`src/rtl/e3fg_pkg.sv`:
```
package e3fg_pkg;

  localparam logic [7:0] FRAME_WORD_A = 8'hF6;
  localparam logic [7:0] FRAME_WORD_B = 8'h28;

  typedef enum logic [1:0] {
    SLOT_FRM_A = 2'd0,
    SLOT_FRM_B = 2'd1,
    SLOT_OVHD  = 2'd2,
    SLOT_PAYLD = 2'd3
  } slot_kind_e;

endpackage

```
`src/rtl/e3fg_pos.sv`:
```
module e3fg_pos #(
  parameter int ROWS      = 9,
  parameter int LONG_ROWS = 6,
  parameter int LONG_COLS = 60,
  parameter int ROW_W     = $clog2(ROWS + 1),
  parameter int COL_W     = $clog2(LONG_COLS + 1)
) (
  input  logic             clk,
  input  logic             rst,
  input  logic             clr,
  input  logic             adv,
  output logic [ROW_W-1:0] row,
  output logic [COL_W-1:0] col
);

  localparam logic [ROW_W-1:0] ROW_ONE  = ROW_W'(1);
  localparam logic [ROW_W-1:0] ROW_LAST = ROW_W'(ROWS);
  localparam logic [ROW_W-1:0] ROW_LONG = ROW_W'(LONG_ROWS);
  localparam logic [COL_W-1:0] COL_ONE  = COL_W'(1);
  localparam logic [COL_W-1:0] COL_LONG = COL_W'(LONG_COLS);
  localparam logic [COL_W-1:0] COL_SHRT = COL_W'(LONG_COLS - 1);

  logic [COL_W-1:0] row_len;
  logic             at_row_end;

  always_comb begin
    row_len    = (row <= ROW_LONG) ? COL_LONG : COL_SHRT;
    at_row_end = (col == row_len);
  end

  always_ff @(posedge clk) begin
    if (rst || clr) begin
      row <= ROW_ONE;
      col <= COL_ONE;
    end else if (adv) begin
      if (at_row_end) begin
        col <= COL_ONE;
        row <= (row == ROW_LAST) ? ROW_ONE : row + ROW_ONE;
      end else begin
        col <= col + COL_ONE;
      end
    end
  end

  // position always inside the ragged frame shape
  a_r3_pos_legal: assert property (@(posedge clk) disable iff (rst)
    (row >= ROW_ONE) && (row <= ROW_LAST) && (col >= COL_ONE) && (col <= row_len));

  // last slot of the frame wraps to the first
  a_r3_frame_wrap: assert property (@(posedge clk) disable iff (rst)
    (adv && !clr && row == ROW_LAST && col == COL_SHRT) |=> (row == ROW_ONE && col == COL_ONE));

  // no strobe, no movement
  a_r2_hold_idle: assert property (@(posedge clk) disable iff (rst)
    (!adv && !clr) |=> ($stable(row) && $stable(col)));

endmodule

```
`src/rtl/e3fg_slotmap.sv`:
```
module e3fg_slotmap
  import e3fg_pkg::*;
#(
  parameter int NUM_OH = 5,
  parameter int ROW_W  = 4,
  parameter int COL_W  = 6,
  parameter int SEL_W  = $clog2(NUM_OH)
) (
  input  logic [ROW_W-1:0] row,
  input  logic [COL_W-1:0] col,
  output slot_kind_e       kind,
  output logic [SEL_W-1:0] oh_idx
);

  localparam logic [ROW_W-1:0] OH_FIRST = ROW_W'(2);
  localparam logic [ROW_W-1:0] OH_LAST  = ROW_W'(NUM_OH + 1);

  always_comb begin
    oh_idx = SEL_W'(row - OH_FIRST);
    if (row == ROW_W'(1) && col == COL_W'(1)) begin
      kind = SLOT_FRM_A;
    end else if (row == ROW_W'(1) && col == COL_W'(2)) begin
      kind = SLOT_FRM_B;
    end else if (row >= OH_FIRST && row <= OH_LAST && col == COL_W'(1)) begin
      kind = SLOT_OVHD;
    end else begin
      kind = SLOT_PAYLD;
    end
  end

endmodule

```
`src/rtl/e3fg_ohbank.sv`:
```
module e3fg_ohbank #(
  parameter int NUM_OH = 5,
  parameter int OCT_W  = 8,
  parameter int SEL_W  = $clog2(NUM_OH)
) (
  input  logic             clk,
  input  logic             rst,
  input  logic             wr,
  input  logic [SEL_W-1:0] wr_sel,
  input  logic [OCT_W-1:0] wr_data,
  input  logic             load,
  input  logic [SEL_W-1:0] rd_idx,
  output logic [OCT_W-1:0] rd_data
);

  logic [OCT_W-1:0] pend [NUM_OH];
  logic [OCT_W-1:0] live [NUM_OH];

  for (genvar g = 0; g < NUM_OH; g++) begin : g_reg
    always_ff @(posedge clk) begin
      if (rst) begin
        pend[g] <= '0;
      end else if (wr && wr_sel == SEL_W'(g)) begin
        pend[g] <= wr_data;
      end
    end

    always_ff @(posedge clk) begin
      if (rst) begin
        live[g] <= '0;
      end else if (load) begin
        live[g] <= pend[g];
      end
    end

    // working copy moves only at a frame start
    a_r6_live_frozen: assert property (@(posedge clk) disable iff (rst)
      !load |=> $stable(live[g]));
  end

  always_comb begin
    rd_data = '0;
    for (int i = 0; i < NUM_OH; i++) begin
      if (rd_idx == SEL_W'(i)) rd_data = live[i];
    end
  end

endmodule

```
`src/rtl/e3g832_framegen.sv`:
```
module e3g832_framegen
  import e3fg_pkg::*;
#(
  parameter int OCT_W     = 8,
  parameter int ROWS      = 9,
  parameter int LONG_ROWS = 6,
  parameter int LONG_COLS = 60,
  parameter int NUM_OH    = 5,
  localparam int ROW_W    = $clog2(ROWS + 1),
  localparam int COL_W    = $clog2(LONG_COLS + 1),
  localparam int SEL_W    = $clog2(NUM_OH)
) (
  input  logic             clk,
  input  logic             rst,
  input  logic             cfg_ds3_sel,
  input  logic             cfg_g832_sel,
  input  logic             oct_en,
  input  logic [OCT_W-1:0] pl_data,
  input  logic             pl_valid,
  output logic             pl_ready,
  input  logic             host_wr,
  input  logic [SEL_W-1:0] host_sel,
  input  logic [OCT_W-1:0] host_wdata,
  output logic [OCT_W-1:0] tx_data,
  output logic             tx_valid,
  output logic             tx_sof,
  output logic [ROW_W-1:0] tx_row,
  output logic [COL_W-1:0] tx_col,
  output logic             tx_underrun
);

  logic             active;
  logic             strobe;
  logic [ROW_W-1:0] cur_row;
  logic [COL_W-1:0] cur_col;
  slot_kind_e       kind;
  logic [SEL_W-1:0] oh_idx;
  logic [OCT_W-1:0] oh_val;
  logic             frame_start;
  logic             starved;
  logic [OCT_W-1:0] next_oct;

  assign active      = !cfg_ds3_sel && cfg_g832_sel;
  assign strobe      = active && oct_en;
  assign frame_start = strobe && (kind == SLOT_FRM_A);
  assign pl_ready    = strobe && (kind == SLOT_PAYLD);
  assign starved     = pl_ready && !pl_valid;

  e3fg_pos #(
    .ROWS(ROWS), .LONG_ROWS(LONG_ROWS), .LONG_COLS(LONG_COLS),
    .ROW_W(ROW_W), .COL_W(COL_W)
  ) pos_i (
    .clk(clk), .rst(rst), .clr(!active), .adv(strobe),
    .row(cur_row), .col(cur_col)
  );

  e3fg_slotmap #(
    .NUM_OH(NUM_OH), .ROW_W(ROW_W), .COL_W(COL_W), .SEL_W(SEL_W)
  ) map_i (
    .row(cur_row), .col(cur_col), .kind(kind), .oh_idx(oh_idx)
  );

  e3fg_ohbank #(
    .NUM_OH(NUM_OH), .OCT_W(OCT_W), .SEL_W(SEL_W)
  ) bank_i (
    .clk(clk), .rst(rst), .wr(host_wr), .wr_sel(host_sel), .wr_data(host_wdata),
    .load(frame_start), .rd_idx(oh_idx), .rd_data(oh_val)
  );

  always_comb begin
    unique case (kind)
      SLOT_FRM_A: next_oct = OCT_W'(FRAME_WORD_A);
      SLOT_FRM_B: next_oct = OCT_W'(FRAME_WORD_B);
      SLOT_OVHD:  next_oct = oh_val;
      default:    next_oct = pl_valid ? pl_data : '0;
    endcase
  end

  always_ff @(posedge clk) begin
    if (rst) begin
      tx_valid    <= 1'b0;
      tx_sof      <= 1'b0;
      tx_data     <= '0;
      tx_row      <= ROW_W'(1);
      tx_col      <= COL_W'(1);
      tx_underrun <= 1'b0;
    end else begin
      tx_valid <= strobe;
      tx_sof   <= frame_start;
      if (strobe) begin
        tx_data <= next_oct;
        tx_row  <= cur_row;
        tx_col  <= cur_col;
      end
      if (starved) tx_underrun <= 1'b1;
    end
  end

  // start mark only on the first framing octet
  a_r4_sof_on_frame_word: assert property (@(posedge clk) disable iff (rst)
    tx_sof |-> (tx_valid && tx_data == OCT_W'(FRAME_WORD_A) &&
                tx_row == ROW_W'(1) && tx_col == COL_W'(1)));

  // one output octet per strobe
  a_r2_valid_follows_strobe: assert property (@(posedge clk) disable iff (rst)
    strobe |=> tx_valid);

  a_r2_idle_no_valid: assert property (@(posedge clk) disable iff (rst)
    !strobe |=> !tx_valid);

  // no payload pull while the mode gate is closed
  a_r1_ready_gated: assert property (@(posedge clk) disable iff (rst)
    !active |-> !pl_ready);

  // starved slot gives zero and raises the flag
  a_r8_zero_fill: assert property (@(posedge clk) disable iff (rst)
    starved |=> (tx_data == '0 && tx_underrun));

  // flag is sticky
  a_r8_underrun_sticky: assert property (@(posedge clk) disable iff (rst)
    tx_underrun |=> tx_underrun);

endmodule

```
`config.mk`:
```
export PLATFORM = sky130hd
export DESIGN_NAME = e3g832_framegen
export DESIGN_NICKNAME = d
export VERILOG_FILES = /design/src/rtl/e3fg_pkg.sv /design/src/rtl/e3fg_pos.sv /design/src/rtl/e3fg_slotmap.sv /design/src/rtl/e3fg_ohbank.sv /design/src/rtl/e3g832_framegen.sv
export SDC_FILE = /design/constraint.sdc
export NUM_CORES = 1
export LEC_CHECK = 0
export ABC_AREA = 1
export BUFFER_PORTS_ARGS = -buffer_cell sky130_fd_sc_hd__buf_2
export CORE_UTILIZATION = 32
export CTS_CLUSTER_DIAMETER = 50
export DETAILED_ROUTE_END_ITERATION = 8
export SLEW_MARGIN = 20
export SYNTH_ARGS = -nofsm -noshare
export SYNTH_HDL_FRONTEND = slang
export SYNTH_SLANG_ARGS = --single-unit
```
`constraint.sdc`:
```
create_clock -name clk -period 6.7 [get_ports clk]
set_clock_uncertainty 0.15 [all_clocks]
set_input_delay 1.005 -clock clk [delete_from_list [all_inputs] [get_ports clk]]
set_output_delay 1.005 -clock clk [all_outputs]
set_load 0.005 [all_outputs]
```
======== After elaboration in Yosys (flattened, before gate mapping) ========
Memory sizes are Yosys's and may differ from the RTL's.
Index checks and enable logic that the tools add are counted.
storage, ports and cells
  bits in registers ....................... 31
  word-level logic and storage cells ...... 106
  memories ................................ 2
  bits in writable memories ............... 80
  input port bits ......................... 26
operators by class
  mux-type cells .......................... 43
  magnitude comparators ................... 2
  add/subtract/negate cells ............... 3
  bitwise operators ....................... 10
  reduce and logical (&&, ||, !) cells .... 22
  equality and inequality tests ........... 16
memory list
  memory       depth  bits a word  read ports  clocked after memory_dff  write ports  line               RTL
  bank_i.live  5      8            5           0                         5            e3fg_ohbank.sv:17  logic [OCT_W-1:0] live [NUM_OH];
  bank_i.pend  5      8            5           0                         5            e3fg_ohbank.sv:16  logic [OCT_W-1:0] pend [NUM_OH];
operator list
  operator                                                            count
  2-to-1 mux 8 bit                                                    16
  one-hot mux 8 bit (3 select lines)                                  1
  2-to-1 mux 1 bit                                                    21
  logical AND 1 bit                                                   14
  equality test 3 x 2 -> 1 bit (second input constant)                4
  bitwise OR 1 bit                                                    10
  adder 6 x 1 -> 6 bit (second input constant)                        1
  equality test 3 x 1 -> 1 bit (second input constant)                2
  equality test 3 bit (second input constant)                         2
  equality test 6 x 1 -> 1 bit (second input constant)                1
  equality test 6 x 2 -> 1 bit (second input constant)                1
  equality test 6 bit                                                 1
  logical NOT 3 bit                                                   2
  2-to-1 mux 6 bit                                                    1
  adder 4 x 1 -> 4 bit (second input constant)                        1
  equality test 2 bit (second input constant)                         2
  equality test 4 x 1 -> 1 bit (second input constant)                1
  equality test 4 bit (second input constant)                         1
  greater-or-equal comparator 4 x 2 -> 1 bit (second input constant)  1
  less-or-equal comparator 4 x 3 -> 1 bit (second input constant)     1
  2-to-1 mux 2 bit                                                    2
  2-to-1 mux 4 bit                                                    1
  logical NOT 1 bit                                                   3
  2-to-1 mux 3 bit                                                    1
  5 further kinds                                                     5

======== Logic depth before layout (Yosys ltp) ========
Gate-level depths: netlist (run 1).
  word-level depth ........................ 12
  depth in mapped cells ................... 12
  depth with buffers taken out ............ 12

======== Cells and area by module ========
From an unflattened synthesis (run 1), not the netlist that was laid out.
unflattened totals
  cells, all modules ...................... 554
  area total of the unflattened synthesis .. 5018.6 µm²
modules (own cells, without submodules)
  module           instances  area an instance (µm²)  seq. area each (µm²)  cells an instance
  e3fg_ohbank      1          3377.0                  2402.3                317
  e3g832_framegen  1          938.4                   420.4                 132
  e3fg_pos         1          571.8                   200.2                 77
  e3fg_slotmap     1          131.4                   0.0                   28

======== Least setup slack after synthesis (run 1) ========
No wires, ideal clock.
  path kind ............................... input-to-reg
  from .................................... input cfg_ds3_sel
  to ...................................... memory bank_i.live[0][0], enable pin
  arrival time ............................ 2.567 ns
  slack ................................... 3.585 ns
  stages .................................. 6
  setup time .............................. 0.398 ns
  required time ........................... 6.152 ns
  cells stage by stage .................... inv_1 > nand3_1 > inv_1 > clkbuf_1 > nand2_1 > nand2_1
RTL lines
  what             line                   RTL
  start, declared  e3g832_framegen.sv:15  input logic cfg_ds3_sel,
  end, declared    e3fg_ohbank.sv:17

======== Final worst setup path (run 1) ========
  from .................................... register pos_i.row[1]
  to ...................................... output pl_ready
on the way
  word-level cells in the longest chain between the ends .. 8
  elaborated cells between the ends (all ways) .. 12
  classes of those cells .................. 2 x order compare; 2 x eq/ne; 3 x mux; 5 x reduce/logical
ends and longest elaborated chain
  what                                                                                                          line                   RTL
  start, declared                                                                                               e3fg_pos.sv:12         output logic [ROW_W-1:0] row,
  start signal, assigned                                                                                        e3fg_pos.sv:38         row <= (row == ROW_LAST) ? ROW_ONE : row + ROW_ONE;
  greater-or-equal comparator 4 x 2 -> 1 bit / less-or-equal comparator 4 x 3 -> 1 bit (equally long branches)  e3fg_slotmap.sv:24     end else if (row >= OH_FIRST && row <= OH_LAST && col == COL_W'(1)) begin
  logical AND 1 bit (2 in a row)                                                                                e3fg_slotmap.sv:24
  2-to-1 mux 1 bit                                                                                              e3fg_slotmap.sv:24
  2-to-1 mux 2 bit                                                                                              e3fg_slotmap.sv:22     end else if (row == ROW_W'(1) && col == COL_W'(2)) begin
  2-to-1 mux 2 bit (*)                                                                                          e3fg_slotmap.sv:20     if (row == ROW_W'(1) && col == COL_W'(1)) begin
  equality test 2 bit (*)                                                                                       e3g832_framegen.sv:46  assign pl_ready = strobe && (kind == SLOT_PAYLD);
  logical AND 1 bit (*)                                                                                         e3g832_framegen.sv:46
  end, declared                                                                                                 e3g832_framegen.sv:20  output logic pl_ready,
Mark *: on every way between the ends. The rest lies on a longest branch, timed or not.

==> results of run 1 <==
-- state kept, by name (all words and copies together), names as in the netlist --
signal       count
pos_i.col        6
tx_row           4
tx_underrun      1
tx_sof           1
tx_data          8
bank_i.live     40
tx_col           6
bank_i.pend     40
tx_valid         1
pos_i.row        4
-- critical path, stage by stage (launching register included) --
cell     delay [ps]
dfxtp_1         710
inv_2           200
nand2_2         140
nor2_1           70
nand3_1         340
inv_1           160
nor3_1          270
buf_2           170
-- stage by stage --
stage	hold slack, ps	instances	util
after floorplan	291	560	-
after global placement	288	804	0.355
after detailed placement	293	804	0.355
after CTS	305	820	0.374
after global routing	331	820	0.374
final	301	820	0.374
-- Yosys cell counts --
library cell / instances
inv_1: 92
nand4_1: 12
a21oi_1: 16
nor3_1: 3
o211ai_1: 3
o21ai_0: 29
buf_4: 3
nand3_1: 33
a21oi_4: 1
inv_2: 1
clkinv_1: 3
nand2_2: 1
dfxtp_1: 31
buf_6: 6
o31ai_1: 1
edfxtp_1: 80
buf_2: 2
ha_1: 5
nor3b_1: 1
nor2_1: 128
nand3_2: 1
xor2_1: 4
nor2_2: 2
nand2_1: 91
or2_2: 5
o21a_1: 2
clkbuf_1: 4
-- cell families after synthesis --
kind of cell,after synthesis
flip-flops,111
adder cells (fa/ha/maj),5
XOR/XNOR,4
AND/OR/NAND/NOR,277
AO/OA/AOI/OAI,52
buffers and inverters,111
-- per-layer routing --
metal / vias to the layer above / wire, um
li1: 1873 / -
met1: 1552 / 4970
met2: 83 / 4590
met3: 12 / 404
met4: 0 / 157
met5: - / 0
-- power breakdown --
part / internal, mW / total (mW) / switching, mW / leakage (nW)
combinational: 0.0208 / 0.0709 / 0.0502 / 1.37
clock: 0.262 / 0.516 / 0.254 / 0.142
sequential: 0.772 / 0.784 / 0.0118 / 1.05
-- layout make-up --
class / count / area [um2] / share of cell area
inverters: 96 / 360 / 0.0631
multi-input cells: 338 / 1530 / 0.268
flip-flops and latches: 111 / 3020 / 0.529
clock inverters: 6 / 62.6 / 0.0110
repair buffers: 48 / 243 / 0.0425
well taps: 211 / 264 / 0.0462
clock buffers: 10 / 229 / 0.0401
-- worst max-delay path by stage --
stage                 start  depth (start not counted)           endpoint
4_1_cts        pos_i.row[1]                          7           pl_ready
2_1_floorplan   cfg_ds3_sel                          6  bank_i.live[0][0]
6_report       pos_i.row[1]                          7           pl_ready
3_3_place_gp    cfg_ds3_sel                          7  bank_i.live[1][0]
3_5_place_dp    cfg_ds3_sel                          7  bank_i.live[1][0]
5_1_grt        pos_i.row[1]                          7           pl_ready
==> impl_results.md, run 1 <==
- Outcome: finished, final reports clean
- Static leakage: roughly 2.6 nW
- Via/cell ratio: about 4.3
- Detailed Routing Iterations Pass 1: 4
- Die Wd: about 130 um
- FILL cells: between 1500 and 2000
- Critical path arrival: between 2000 and 2500 ps
- Remaining Overflow, GRT: 0
- Layout cells sized above 1: 0.122
- Post-synthesis compound-gate area fraction: 0.0570
- Finished Cell Area: 0.00571 mm2
- Most common cell after layout, fill and taps aside: nor2_1
- Die Span Y: approximately 130 um
- Synth Cell Area: between 0.005 and 0.006 mm2
- Total routed wirelength: a little over 10 mm
- # resized after CTS: 0
- Capturing element type of the critical path: output pin
- Crit-path max FO: 17
- Max cap viols: 0
- Netlist cell types: 27
- CTS tree: done
- I/O pin count: 48
- Fmax: between 200 and 300 MHz
- Multiplexer share of the synthesized area: 0
- Hold Crit Endpoint: tx_underrun
- Max transition margin: 0.414
- Root Buffer Master: clkbuf_16
- Setup Buffers After CTS: 0
- Core area: ~0.015 mm2
- Total CTS buffers: 9
- Main combinational cell family by area after synthesis: simple AND/OR/NAND/NOR gates
- YS warnings: 0
- CP Data Required Time: about 5500 ps
- GPL Wtd Cong: ~0.86
- Area Overhead vs Synth: 13.6%
- Final Hold Vio Count: 0
- Fin crit share: 0.533
- Syn nets: 591
- Antenna Nets Post-Route: 0
- Max rail drop VDD: 0.119 mV
- Number of global-route vias before repair: roughly 3400
- Hold Startpoint: tx_underrun
- XOR/XNOR share of the synthesized area: 0.00697
- Layer with the highest usage: met2
- Initial Util: 0.329
- Htree depth: 3
- Total GRT Usage: 0.134
- Clock slew at reported path FFs: roughly 70 ps
- Clock Latency Late Sink: between 300 and 400 ps
- RSZ-0062 raised after global routing: no
- Hold WC Path Type: reg2reg
- Largest net degree at the start of global routing: 42
- R2R Path End: bank_i.live[0][5]
- Minimum clock period: between 3000 and 4000 ps
- Post-synthesis simple-gate area fraction: 0.228
- Gate Count Post-Synth: 560
- Row cnt: 45
- Clk sinks: roughly 110
- Reg2Reg Depth: 7
- Least-Margin Pin Slew: 878 ps
- Max Slew Vio Count: 0
- Met3 Use GR: 0.0356
- Count of final setup violators: 0
- Via count: around 3500
- DR WL/cell: approximately 12 um
- Initial antenna violation count: 0
- R2R setup slack: 3690 ps
- Most frequent cells in the layout: nor2_1 (128), inv_1 (92), nand2_1 (91)
- Hold-fix buffers, CTS: 0
- Adder-cell share of the synthesized area: 0.0124
- CP Launch Type: flop
- GRT met2 Usage: 0.213
- Final net count: ~640
- Dpl ws: roughly 3100 ps
- Ranking of synthesized cells by area: edfxtp_1 (48%), dfxtp_1 (12%), nor2_1 (9.6%), inv_1 (6.9%), nand2_1 (6.8%)
- ANT cells: 0
- Worst flop-to-flop path startpoint: pos_i.row[1]
- HPWL reported at the end of detailed placement: about 7.4 mm
- # port buffers: 47
- Hold Path Stages: 2
- Area fraction of the dominant cell type after synthesis: 0.478
- Setup ws final: around 3100 ps
- Post-synthesis sequential area ratio: 0.601
- Detailed-route DRC error count: 0
- Largest area contributor in the netlist: edfxtp_1
- Number of synthesized register bits: 111
- Placed Area: 0.00542 mm2
- Max Buffers Root-to-Sink: 2
- GR Util met1: 0.177
- Total Power: around 1.4 mW
- Die footprint: 0.0162 mm2
- Critical path class: reg2out
- Syn Area/Cell: approximately 9.0 um2
- Pwr Density: between 200 and 250 mW/mm2
- Drt initial violations: ~210
- Post-route setup TNS: 0 ps
- First-pass GRT wire length: about 17 mm
No activity file was read; power rests on OpenSTA's default activity.
==> run 2: changes to the inputs <==
==> constraint.sdc (replaced) <==
create_clock -name clk -period 3.37 [get_ports clk]
set_clock_uncertainty 0.15 [all_clocks]
set_input_delay 0.5055 -clock clk [delete_from_list [all_inputs] [get_ports clk]]
set_output_delay 0.5055 -clock clk [all_outputs]
set_load 0.005 [all_outputs]
==> impl_results.md, run 2 (synthesis results as in run 1) <==
- Dpl ws: ~800 ps
- RSZ-0062 raised after global routing: no
- CTS tree: done
- Critical path class: reg2out
- Die Wd: between 100 and 150 um
- Final design utilization: 0.376
- Via count: 3663
- Setup ws final: about 380 ps
- Max rail drop VDD: around 0.24 mV
- Crit-path max FO: 17
- Most frequent cells in the layout: nor2_1 (128), inv_1 (92), nand2_1 (91)
- Core area: ~0.015 mm2
- Final Hold Vio Count: 0
- Antenna Nets Post-Route: 0
- HPWL reported at the end of detailed placement: 7.59 mm
- # port buffers: 47
- Fin crit share: 0.887
- CP Launch Type: flop
- Buf/Inv on CP: 3
- Via/cell ratio: around 4.4
- Largest net degree at the start of global routing: 42
- Hold WC Path Type: in2reg
- Area Overhead vs Synth: 14.2%
- Clk sinks: around 110
- Initial Util: 0.329
- Final net count: between 600 and 700
- Max Slew Vio Count: 0
- Htree depth: 3
- DR WL/cell: between 10 and 15 um
- Critical path arrival: 2340 ps
- Total CTS buffers: 9
- Max Buffers Root-to-Sink: 2
- First-pass GRT wire length: approximately 17 mm
- Die footprint: ~0.016 mm2
- Root Buffer Master: clkbuf_16
- ANT cells: 0
- Minimum clock period: between 2000 and 3000 ps
- Post-route setup TNS: 0 ps
- FILL cells: 1529
- Total GRT Usage: 0.134
- Layout cells sized above 1: 0.129
- Max transition margin: 0.624
- Initial antenna violation count: 0
- Outcome: finished, final reports clean
- Fmax: around 330 MHz
- CP Depth: 7
- Clock slew at reported path FFs: about 70 ps
- Row cnt: 45
- Capturing element type of the critical path: output pin
- Slowest cell on crit path: dfxtp_1
- Setup Buffers After CTS: 0
- Total routed wirelength: approximately 10 mm
- Number of global-route vias before repair: 3465
- Die Span Y: between 100 and 150 um
- Static leakage: between 2 and 3 nW
- Worst path max stage delay: around 680 ps
- Most common cell after layout, fill and taps aside: nor2_1
- Detailed Routing Iterations Pass 1: 5
- Max cap viols: 0
- Delay-heaviest family, CP: simple AND/OR/NAND/NOR gates
- Hold Path Stages: 2
- Biggest regs: bank_i.live (40), bank_i.pend (40), tx_data (8)
- Pwr Density: between 400 and 500 mW/mm2
- Fin cells: about 820
- Drt initial violations: 206
- CP Data Required Time: around 2700 ps
- # resized after CTS: 0
- Clock Latency Late Sink: ~360 ps
- CP Cell Sequence: inv_2 > nand2_2 > nor2_1 > nand3_1 > inv_1 > nor3_1 > buf_2
- Remaining Overflow, GRT: 0
- Total Power: ~2.7 mW
- I/O pin count: 48
- GPL Wtd Cong: a little under 0.9
- Cells after DPL: 808
- Count of final setup violators: 0
- Reg2Reg Depth: 8
- Least-Margin Pin Slew: 564 ps
- Hold-fix buffers, CTS: 0
- Detailed-route DRC error count: 0
## run 2: cell count changes in the layout (fill, tap and decap cells not counted), sizes merged
cell    previous run  this run
buf               48        52
clkbuf            10         9
clkinv             6         5
inv               96        98
## run 2: per-stage QoR
step	hold WS, ps	area, um2
5_1_grt	239	5740
3_3_place_gp	288	5450
2_1_floorplan	291	5030
6_report	233	5740
4_1_cts	220	5740
3_5_place_dp	291	5450
## run 2: worst reg2reg max path, cell delays in order, from the launching register on
cell and delay [ps]:
dfxtp_1 680, inv_2 190, nand2_2 120, nor2_1 70, nand3_1 320, inv_1 160
nand3_2 120, buf_4 360, nor2_1 120
## run 2: layout make-up
class / instances / area (um2) / share of cell area
sequential: 111 / 3020 / 0.526
multi-input combinational: 338 / 1530 / 0.266
inverter: 96 / 360 / 0.0628
timing repair buffer: 52 / 273 / 0.0475
tap: 211 / 264 / 0.0460
clock buffer: 9 / 225 / 0.0392
clock inverter: 7 / 67.6 / 0.0118
## run 2: routing by layer
layer | GRT usage | part of all wire
met2 | 0.220 | 0.46
met4 | 0.0469 | 0.014
met1 | 0.175 | 0.49
met5 | 0 | 0
met3 | 0.0297 | 0.041
## run 2: path summary, 6_finish.rpt
path / startpoint / to / slack (ps)
hold reg to reg: tx_underrun / tx_underrun / 300
hold / removal: rst / tx_underrun / 230
setup reg to reg: pos_i.row[1] / bank_i.live[1][7] / 820
setup / recovery: pos_i.row[1] / pl_ready / 380
## run 2: where the power goes
group          total (mW)  switching, mW  internal [mW]
clock network        1.04          0.516          0.523
registers            1.56         0.0243           1.54
logic               0.142         0.0991         0.0433
==> run 3: changes to the inputs <==
--- a/config.mk
+++ b/config.mk
@@ -5,7 +5,7 @@
 export SDC_FILE = /design/constraint.sdc
 export NUM_CORES = 1
 export LEC_CHECK = 0
-export ABC_AREA = 1
+export ABC_AREA = 0
 export BUFFER_PORTS_ARGS = -buffer_cell sky130_fd_sc_hd__buf_2
 export CORE_UTILIZATION = 32
 export CTS_CLUSTER_DIAMETER = 50
==> impl_results.md, run 3 <==
- Cells after DPL: 636
- Capturing element type of the critical path: output pin
- Least-Margin Pin Slew: ~1100 ps
- Max Slew Vio Count: 0
- Syn nets: around 440
- Minimum clock period: ~2800 ps
- Via count: approximately 3100
- Ranking of synthesized cells by area: edfxtp_1 (49%), dfxtp_1 (13%), and2_1 (7.8%), and2_2 (2.9%), a21oi_1 (2.7%)
- Die Wd: 126 um
- Root Buffer Master: clkbuf_16
- Area Overhead vs Synth: 15.6%
- Remaining Overflow, GRT: 0
- Largest area contributor in the netlist: edfxtp_1
- Post-synthesis compound-gate area fraction: 0.0861
- Via/cell ratio: approximately 4.8
- Ys flop type: edfxtp_1
- Setup ws final: 530 ps
- XOR/XNOR share of the synthesized area: 0.00717
- Max Buffers Root-to-Sink: 2
- Clock slew at reported path FFs: around 70 ps
- Die Span Y: 126 um
- Largest net degree at the start of global routing: 42
- Setup Buffers After CTS: 0
- Total CTS buffers: 9
- Drt initial violations: roughly 240
- Hold-fix buffers, CTS: 0
- Crit-path max FO: 11
- Layout cells sized above 1: 0.229
- Post-route setup TNS: 0 ps
- Fmax: roughly 350 MHz
- Outcome: finished, violations left
- Detailed Routing Iterations Pass 1: 6
- Hold slack: roughly 270 ps
- Met3 WL: 488 um
- Initial antenna violation count: 0
- Total GRT Usage: 0.128
- Netlist cell types: 48
- Die footprint: ~0.016 mm2
- I/O pin count: 48
- Async S/R FF share, synth: 0
- Synth Cell Area: between 0.004 and 0.005 mm2
- Adder-cell share of the synthesized area: 0.0128
- Max rail drop VDD: 0.295 mV
- Number of global-route vias before repair: 2975
- Fin cells: around 650
- Htree depth: 3
- Antenna Nets Post-Route: 0
- FILL cells: 1417
- Pwr Density: about 470 mW/mm2
- Max cap viols: 0
- Critical path arrival: 2180 ps
- CTS tree: done
- Failing checks: design-rule violations
- YS warnings: 0
- Number of synthesized register bits: between 100 and 150
- Finished Cell Area: 0.00564 mm2
- Hold WC Path Type: in2reg
- Post-synthesis simple-gate area fraction: 0.215
- GPL Wtd Cong: approximately 0.81
- Final Hold Vio Count: 0
- Critical path class: reg2out
- HPWL reported at the end of detailed placement: a little over 7 mm
- Max transition margin: 0.289
- RSZ-0062 raised after global routing: no
- Final net count: 494
- Placed Area: ~0.0054 mm2
- Routed wl met2: 4.46 mm
- Post-synth EDFFs: 80
- Fin crit share: 0.843
- Core area: roughly 0.015 mm2
- Area fraction of the dominant cell type after synthesis: 0.492
- Post-synthesis sequential area ratio: 0.619
- Count of final setup violators: 0
- Biggest regs: bank_i.live (40), bank_i.pend (40), tx_data (8)
- First-pass GRT wire length: 15.7 mm
- Total routed wirelength: 9.63 mm
- Multiplexer share of the synthesized area: 0.0343
- ANT cells: 0
- Initial Util: 0.332
- Most common cell after layout, fill and taps aside: edfxtp_1
- CP Data Required Time: 2710 ps
- Clock Latency Late Sink: 350 ps
- # port buffers: 47
- M1 WL: approximately 4.6 mm
- CP Launch Type: flop
- Clk sinks: about 110
- Row cnt: 44
- Most frequent cells in the layout: edfxtp_1 (80), and2_1 (61), buf_2 (47)
- Max Used Layer: met4
- Dpl ws: ~900 ps
- Syn Area/Cell: 11.8 um2
- Gate Count Post-Synth: 413
- Detailed-route DRC error count: 6
- Static leakage: 2.09 nW
- Count leader, synth: edfxtp_1
- DR WL/cell: 14.8 um
- Main combinational cell family by area after synthesis: simple AND/OR/NAND/NOR gates
- Commonest cells post-synth: edfxtp_1 (80), and2_1 (61), nand2_1 (33), dfxtp_1 (31), a21oi_1 (26)
- # resized after CTS: 0
[run 3: cell types whose count changed in the layout (fill, tap and decap cells not counted), moves of 6 or more]
| cell | previous run | this run |
|---|---|---|
| nor2_1 | 128 | 18 |
| mux2i_1 | 0 | 10 |
| mux2_2 | 0 | 6 |
| nand3_1 | 33 | 19 |
| and2_1 | 0 | 61 |
| o21ai_0 | 29 | 13 |
| inv_1 | 92 | 5 |
| and2_2 | 0 | 19 |
| nand2_1 | 91 | 33 |
| nand4_1 | 12 | 3 |
| a21oi_1 | 16 | 26 |
| buf_4 | 5 | 14 |
[run 3: cells by family (layout without fill, tap and decap cells)]
group,count (synthesis),in the layout
AND/OR/NAND/NOR,182,182
buffers and inverters,27,82
AO/OA/AOI/OAI,68,68
XOR/XNOR,4,4
adder cells (fa/ha/maj),5,5
flip-flops,111,111
multiplexers,16,16
[run 3: layer usage]
metal,GRT usage,vias to the layer above
met5,0,-
met4,0.0337,0
met3,0.0394,12
met2,0.207,74
met1,0.167,1464
li1,-,1577
[run 3: power breakdown]
part	total [mW]	switching (mW)	internal, mW
combinational	0.132	0.0839	0.0482
clock	0.990	0.478	0.512
sequential	1.55	0.0214	1.53
total	2.67	0.584	2.09
[run 3: path summary, 6_finish.rpt]
path	end	depth (start not counted)	start	slack (ps)
hold reg to reg	tx_col[4]	2	tx_col[4]	300
setup / recovery	pl_ready	7	pos_i.row[2]	530
setup reg to reg	tx_data[2]	7	pos_i.row[2]	820
hold / removal	tx_data[7]	3	pl_data[7]	270
[run 3: area by class of cell]
class / instances / area [um2] / share of cell area
Multi-Input combinational cell: 275 / 1750 / 0.310
Sequential cell: 111 / 3020 / 0.536
Inverter: 5 / 18.8 / 0.00333
Tap cell: 184 / 230 / 0.0408
Clock inverter: 6 / 53.8 / 0.00953
Timing Repair Buffer: 61 / 340 / 0.0603
Clock buffer: 10 / 229 / 0.0406
[run 3: metrics by stage]
step | util | power, mW
final | 0.384 | 2.67
after detailed placement | 0.365 | 1.71
after CTS | 0.384 | 2.70
after floorplan | - | 1.64
after global placement | 0.365 | 1.71
after global routing | 0.384 | 2.78
[run 3: worst max-delay path, cell delays in order (launching register included)]
cell     delay [ps]
dfxtp_1         510
inv_1           120
ha_1            200
or4_1           390
nand3_1         140
nor2_1           90
nor3_2          220
buf_2           160
